## src/rtl/clk_stop_pkg.sv

```systemverilog
package clk_stop_pkg;

    localparam int GRP_N    = 5;
    localparam int GRP_CPU  = 0;
    localparam int GRP_PCI  = 1;
    localparam int GRP_REF  = 2;
    localparam int GRP_OUT  = 3;
    localparam int GRP_OUTD = 4;

    typedef enum logic [1:0] {
        SEQ_WAKE = 2'd0,
        SEQ_RUN  = 2'd1,
        SEQ_PARK = 2'd2,
        SEQ_OFF  = 2'd3
    } seq_state_e;

    typedef struct packed {
        logic gate;
        logic pin;
    } gate_st_t;

endpackage

```

## src/rtl/req_sync.sv

```systemverilog
module req_sync #(
    parameter int STAGES = 2,
    parameter int WIDTH  = 4
) (
    input  logic             clk,
    input  logic             rst_n,
    input  logic [WIDTH-1:0] async_i,
    output logic [WIDTH-1:0] sync_o
);
    typedef struct packed {
        logic [STAGES-1:0][WIDTH-1:0] chain;
    } sync_st_t;

    sync_st_t st_d, st_q;

    always_comb begin
        st_d = st_q;
        st_d.chain[0] = async_i;
        for (int s = 1; s < STAGES; s++) begin
            st_d.chain[s] = st_q.chain[s-1];
        end
    end

    always_ff @(posedge clk or negedge rst_n) begin
        if (!rst_n) st_q <= '1;
        else        st_q <= st_d;
    end

    assign sync_o = st_q.chain[STAGES-1];
endmodule

```

## src/rtl/grp_gate.sv

```systemverilog
module grp_gate
    import clk_stop_pkg::*;
(
    input  logic clk,
    input  logic rst_n,
    input  logic src_i,
    input  logic run_i,
    output logic pin_o,
    output logic held_o
);
    gate_st_t st_d, st_q;

    always_comb begin
        st_d = st_q;
        if (!src_i) st_d.gate = run_i;
        st_d.pin = src_i & st_d.gate;
    end

    always_ff @(posedge clk or negedge rst_n) begin
        if (!rst_n) st_q <= '0;
        else        st_q <= st_d;
    end

    assign pin_o  = st_q.pin;
    assign held_o = ~st_q.gate;
endmodule

```

## src/rtl/pwr_seq.sv

```systemverilog
module pwr_seq
    import clk_stop_pkg::*;
#(
    parameter int STAB_CYCLES = 43000
) (
    input  logic clk,
    input  logic rst_n,
    input  logic sleep_n_s_i,
    input  logic ref_src_i,
    input  logic all_parked_i,
    output logic run_o,
    output logic xtal_en_o,
    output logic vco_en_o
);
    localparam int CW = $clog2(STAB_CYCLES + 1);

    typedef struct packed {
        seq_state_e    st;
        logic [CW-1:0] cnt;
        logic          ref_prev;
    } seq_st_t;

    seq_st_t st_d, st_q;
    logic    ref_rise;

    always_comb begin
        st_d          = st_q;
        ref_rise      = ref_src_i & ~st_q.ref_prev;
        st_d.ref_prev = ref_src_i;
        unique case (st_q.st)
            SEQ_WAKE: begin
                if (!sleep_n_s_i) begin
                    st_d.st = SEQ_PARK;
                end else if (ref_rise) begin
                    if (st_q.cnt == CW'(STAB_CYCLES - 1)) begin
                        st_d.st  = SEQ_RUN;
                        st_d.cnt = '0;
                    end else begin
                        st_d.cnt = st_q.cnt + 1'b1;
                    end
                end
            end
            SEQ_RUN:  if (!sleep_n_s_i) st_d.st = SEQ_PARK;
            SEQ_PARK: if (all_parked_i) st_d.st = SEQ_OFF;
            SEQ_OFF: begin
                if (sleep_n_s_i) begin
                    st_d.st  = SEQ_WAKE;
                    st_d.cnt = '0;
                end
            end
            default:  st_d.st = SEQ_PARK;
        endcase
    end

    always_ff @(posedge clk or negedge rst_n) begin
        if (!rst_n) begin
            st_q.st       <= SEQ_WAKE;
            st_q.cnt      <= '0;
            st_q.ref_prev <= 1'b0;
        end else begin
            st_q <= st_d;
        end
    end

    assign run_o     = (st_q.st == SEQ_RUN);
    assign xtal_en_o = (st_q.st != SEQ_OFF);
    assign vco_en_o  = (st_q.st != SEQ_OFF);
endmodule

```

## src/rtl/clk_stop_ctrl.sv

```systemverilog
module clk_stop_ctrl
    import clk_stop_pkg::*;
#(
    parameter int NUM_CPU     = 12,
    parameter int NUM_REF     = 2,
    parameter int SYNC_STAGES = 2,
    parameter int STAB_CYCLES = 43000
) (
    input  logic               clk,
    input  logic               rst_n,
    input  logic               cpu_src_i,
    input  logic               pci_src_i,
    input  logic               ref_src_i,
    input  logic               out_src_i,
    input  logic               outd_src_i,
    input  logic               cpu_halt_n_i,
    input  logic               pci_halt_n_i,
    input  logic               sleep_n_i,
    input  logic               fix_sleep_n_i,
    output logic [NUM_CPU-1:0] cpu_clk_o,
    output logic               pci_clk_o,
    output logic [NUM_REF-1:0] ref_clk_o,
    output logic               out_clk_o,
    output logic               outd_clk_o,
    output logic [GRP_N-1:0]   grp_held_o,
    output logic               xtal_en_o,
    output logic               vco_en_o
);
    localparam int REQ_N = 4;

    logic [REQ_N-1:0] req_s;
    logic [GRP_N-1:0] src, run, pin;
    logic             seq_run, all_parked;

    req_sync #(.STAGES(SYNC_STAGES), .WIDTH(REQ_N)) u_sync (
        .clk    (clk),
        .rst_n  (rst_n),
        .async_i({fix_sleep_n_i, sleep_n_i, pci_halt_n_i, cpu_halt_n_i}),
        .sync_o (req_s)
    );

    pwr_seq #(.STAB_CYCLES(STAB_CYCLES)) u_seq (
        .clk         (clk),
        .rst_n       (rst_n),
        .sleep_n_s_i (req_s[2]),
        .ref_src_i   (ref_src_i),
        .all_parked_i(all_parked),
        .run_o       (seq_run),
        .xtal_en_o   (xtal_en_o),
        .vco_en_o    (vco_en_o)
    );

    always_comb begin
        src            = '0;
        src[GRP_CPU]   = cpu_src_i;
        src[GRP_PCI]   = pci_src_i;
        src[GRP_REF]   = ref_src_i;
        src[GRP_OUT]   = out_src_i;
        src[GRP_OUTD]  = outd_src_i;
        run            = '0;
        run[GRP_CPU]   = seq_run & req_s[0];
        run[GRP_PCI]   = seq_run & req_s[1];
        run[GRP_REF]   = seq_run;
        run[GRP_OUT]   = seq_run & req_s[3];
        run[GRP_OUTD]  = seq_run & req_s[3];
    end

    for (genvar g = 0; g < GRP_N; g++) begin : g_grp
        grp_gate u_gate (
            .clk   (clk),
            .rst_n (rst_n),
            .src_i (src[g]),
            .run_i (run[g]),
            .pin_o (pin[g]),
            .held_o(grp_held_o[g])
        );
    end

    assign all_parked = (&grp_held_o) & ~(|pin);

    assign cpu_clk_o  = {NUM_CPU{pin[GRP_CPU]}};
    assign pci_clk_o  = pin[GRP_PCI];
    assign ref_clk_o  = {NUM_REF{pin[GRP_REF]}};
    assign out_clk_o  = pin[GRP_OUT];
    assign outd_clk_o = pin[GRP_OUTD];
endmodule

```

## config.mk

```make
export PLATFORM = sky130hd
export DESIGN_NAME = clk_stop_ctrl
export DESIGN_NICKNAME = d
export VERILOG_FILES = /design/src/rtl/clk_stop_pkg.sv /design/src/rtl/req_sync.sv /design/src/rtl/grp_gate.sv /design/src/rtl/pwr_seq.sv /design/src/rtl/clk_stop_ctrl.sv
export SDC_FILE = /design/constraint.sdc
export NUM_CORES = 1
export LEC_CHECK = 0
export BUFFER_PORTS_ARGS = -buffer_cell sky130_fd_sc_hd__buf_2
export CAP_MARGIN = 20
export CORE_MARGIN = 8
export CORE_UTILIZATION = 55
export CTS_BUF_LIST = sky130_fd_sc_hd__clkbuf_8 sky130_fd_sc_hd__clkbuf_16
export DETAILED_ROUTE_END_ITERATION = 12
export PLACE_DENSITY = 0.79
export SLEW_MARGIN = 10
export SYNTH_ARGS = -nofsm -noshare
export SYNTH_HDL_FRONTEND = slang
export SYNTH_SLANG_ARGS = --single-unit
```

## constraint.sdc

```tcl
create_clock -name clk -period 2.2 [get_ports clk]
set_clock_uncertainty 0.1 [all_clocks]
set_input_delay 0.66 -clock clk [delete_from_list [all_inputs] [get_ports clk]]
set_output_delay 0.66 -clock clk [all_outputs]
set_load 0.1 [all_outputs]
```

==> reports/results.tsv <==
stage	metric	value	unit
outcome	status	finished, final reports clean	
cts	H-tree Lvls	2	
finish	Non-Filler Instances	247	
power	worst ir drop on vdd	664	uV
setup_path	max incr delay on CP	0.42	ns
placement	DP HPWL	2790	um
cts	root buffer cell	clkbuf_8	
floorplanning	Core Region	3360	um2
setup_path	Top delay family on crit path	buffers and inverters	
routing	drt wl/cell	14.7	um
setup_path	critical path depth in cells	3	
cts	CTS clk-pin slew, worst paths	0.07	ns
setup_path	WS Path Type	reg -> out	
synth	top cell type's share of synthesized area	37.7	%
setup_path	Worst Setup End Kind	output pin	
timing	fin crit period	2.10	ns
floorplanning	die height	75.2	um
routing	via count	1336	
setup_path	worst-path fanout max	5	
finish	Area growth syn-to-layout	10.6	%
synth	synth unique cells	44	
min_path	hold depth	0	
routing	Antenna Violating Nets Remaining	0	
synth	Synth top cells by count	dfrtp_1 (29), buf_4 (20), inv_1 (16)	
timing	Hold Fails Final Rpt	0	
global_routing	final global-route overflow total	0	
cts	CTS tree	yes	
setup_path	startpoint types	register	
finish	n_diodes	0	
cts	clock latency at the later pin of the worst-skew pair	0.29	ns
synth	ys async rst share	100	%
synth	register area share after synthesis	48.6	%
global_routing	initial antenna violation count	0	
routing	routed wire length	3630	um
setup_path	flop2flop setup slack	0.12	ns
synth	Synth Cell Area	1930	um2
placement	Placed Instances	239	
synth	flops & latches, synth	37	
cts	clock sink count	37	
synth	area leader, netlist	dfrtp_1	
global_routing	global-route wire length before repair	5810	um
setup_path	Required @ worst endpoint	1.44	ns
synth	ranking of synthesized cells by area	dfrtp_1 (38%), dfstp_2 (11%), buf_4 (7.8%)	
routing	Vias/cell	5.41	
timing	FMAX	477	MHz
setup_path	CP cell instances	ha_4 > clkinvlp_4 > buf_12	
finish	fin nets	217	
global_routing	Total GRT Usage	13.5	%
timing	Slew Limit Fails	0	
routing	DRT Pass-1 Iters	4	
setup_path	critical path data arrival time	1.34	ns
finish	layout cell share with drive strength beyond 1	35.3	%
setup_path	Critical Path Slowest Stage Cell	dfrtp_1	
synth	Post-synth EDFFs	0	
setup_path	Worst R2R End	u_seq.st_q[15]	
timing	RSZ-0062 raised after global routing	false	
min_path	Hold Crit Class	reg -> reg	
setup_path	CP Buf/Inv Count	2	
timing	Setup TNS	0	ns
timing	Final Setup Violations	0	
synth	predominant post-synthesis flop cell	dfrtp_1	
setup_path	Reg2Reg Depth	6	
floorplanning	Die Wd	75.2	um
floorplanning	die area	5650	um2
power	Leak	0.00100	uW
global_routing	vias in the first global route	1332	
flow_run	max cap viols	0	
min_path	Endpoint, Worst Hold	u_sync.sync_o[1]	
timing	relative slew slack	67.4	%
setup_path	r2r startpoint	u_seq.st_q[18]	
synth	most common cell in the synthesized netlist	dfrtp_1	
cts	Num CTS Buffers	5	
power	Power Density	1240	nW/um2
synth	Post-Syn Instances	181	
floorplanning	count of boundary I/O pins	35	
placement	RD Place Congestion	0.863	
timing	Tightest Pin Transition	0.492	ns
global_routing	pin count of the biggest net entering global routing	38	
timing	fin crit share	95.3	%
floorplanning	Rows	21	
cts	clk buf depth	2	
placement	I/O Buffers	34	
synth	Avg Inst Size Synth	10.6	um2
synth	Net Count, Synth	198	
floorplanning	Initial Util	57.3	%
min_path	worst hold start	u_sync.st_d[5]	
routing	drt drc	0	
routing	drt initial violations	86	
cts	cts hold-fix bufs	0	
synth	YS warnings	0	
[how the worst max path moves through the flow]
stage,startpoint,to
floorplan,u_seq.st_q[17],xtal_en_o
global placement,u_seq.st_q[17],u_seq.st_q[15]
detailed placement,u_seq.st_q[17],u_seq.st_q[15]
CTS,u_seq.st_q[17],u_seq.st_q[15]
global route,u_seq.st_q[18],u_seq.st_q[15]
finish,u_seq.st_q[18],xtal_en_o
[logic make-up after synthesis]
kind of cell | count (synthesis) | synth area share [%]
xor+xnor | 3 | 1.36
compound gates | 35 | 13.2
buf+inv | 40 | 12.2
flops | 37 | 48.6
simple gates | 55 | 18.1
fa+ha+maj | 6 | 3.90
mux | 5 | 2.66
[metrics by stage]
step | cell area [um2] | hold slack (ns) | utilization, % | worst slack (ns) | power [uW]
floorplan | 1960 | 0.245 | - | 0.0385 | 2040
global placement | 2040 | 0.245 | 60.7 | 0.184 | 2160
detailed placement | 2040 | 0.247 | 60.7 | 0.0946 | 2200
CTS | 2130 | 0.258 | 63.3 | 0.0512 | 2660
global route | 2130 | 0.259 | 63.4 | 0.0476 | 2760
finish | 2130 | 0.256 | 63.4 | 0.103 | 2650
[layout make-up]
cell class,instances,area (um2)
inverter,16,63.8
sequential,37,937
clock inverter,3,18.8
tap,46,57.6
timing repair buffer,36,215
fill,291,1230
multi-input combinational,104,771
clock buffer,5,68.8
[routing by layer]
metal,global-route usage (%),vias up,wire length (um)
met4,5.54,0,51
met2,23.8,27,1780
met1,14.5,655,1550
met3,4.53,6,243
li1,-,648,-
met5,0,-,0
[report_power, final]
group          total (uW)  leakage [uW]  switching [uW]  internal [uW]
logic                1300      0.000494             954            351
registers             891      0.000465             103            787
clock network         455     0.0000416             237            218
total                2650       0.00100            1290           1360
[cells in the final DEF, fill, tap and decap left out, types with 2 or more instances in the layout]
cell	n
nand2_1	11
or4_4	2
o21bai_1	3
o21ai_1	2
nor2_1	9
buf_4	2
buf_2	32
xnor2_1	3
dfrtp_1	28
buf_12	2
nand3_1	5
dfstp_2	8
o21ai_0	6
nand4_1	5
nor4_1	2
mux2i_1	4
nand2b_1	3
and4bb_2	2
o22ai_1	2
a211oi_1	2
clkinvlp_4	3
or3_1	4
inv_1	16
a21oi_1	6
a21oi_2	2
clkbuf_8	5
a31o_2	2
and2_1	4
ha_1	4
and3_1	2
o31ai_1	3
[worst register-to-register path: stages (launching register included)]
cell,delay [ns]
dfrtp_1,0.43
inv_1,0.16
ha_2,0.26
nand4b_4,0.14
a21o_1,0.26
or4_4,0.51
a21oi_2,0.15
[repair_timing]
action	in CTS	in global routing
setup endpoints to repair	0	2
gates resized for setup	0	2
buffers inserted	0	0
hold endpoints to repair	0	0
Power figures use the tool's default switching activity.
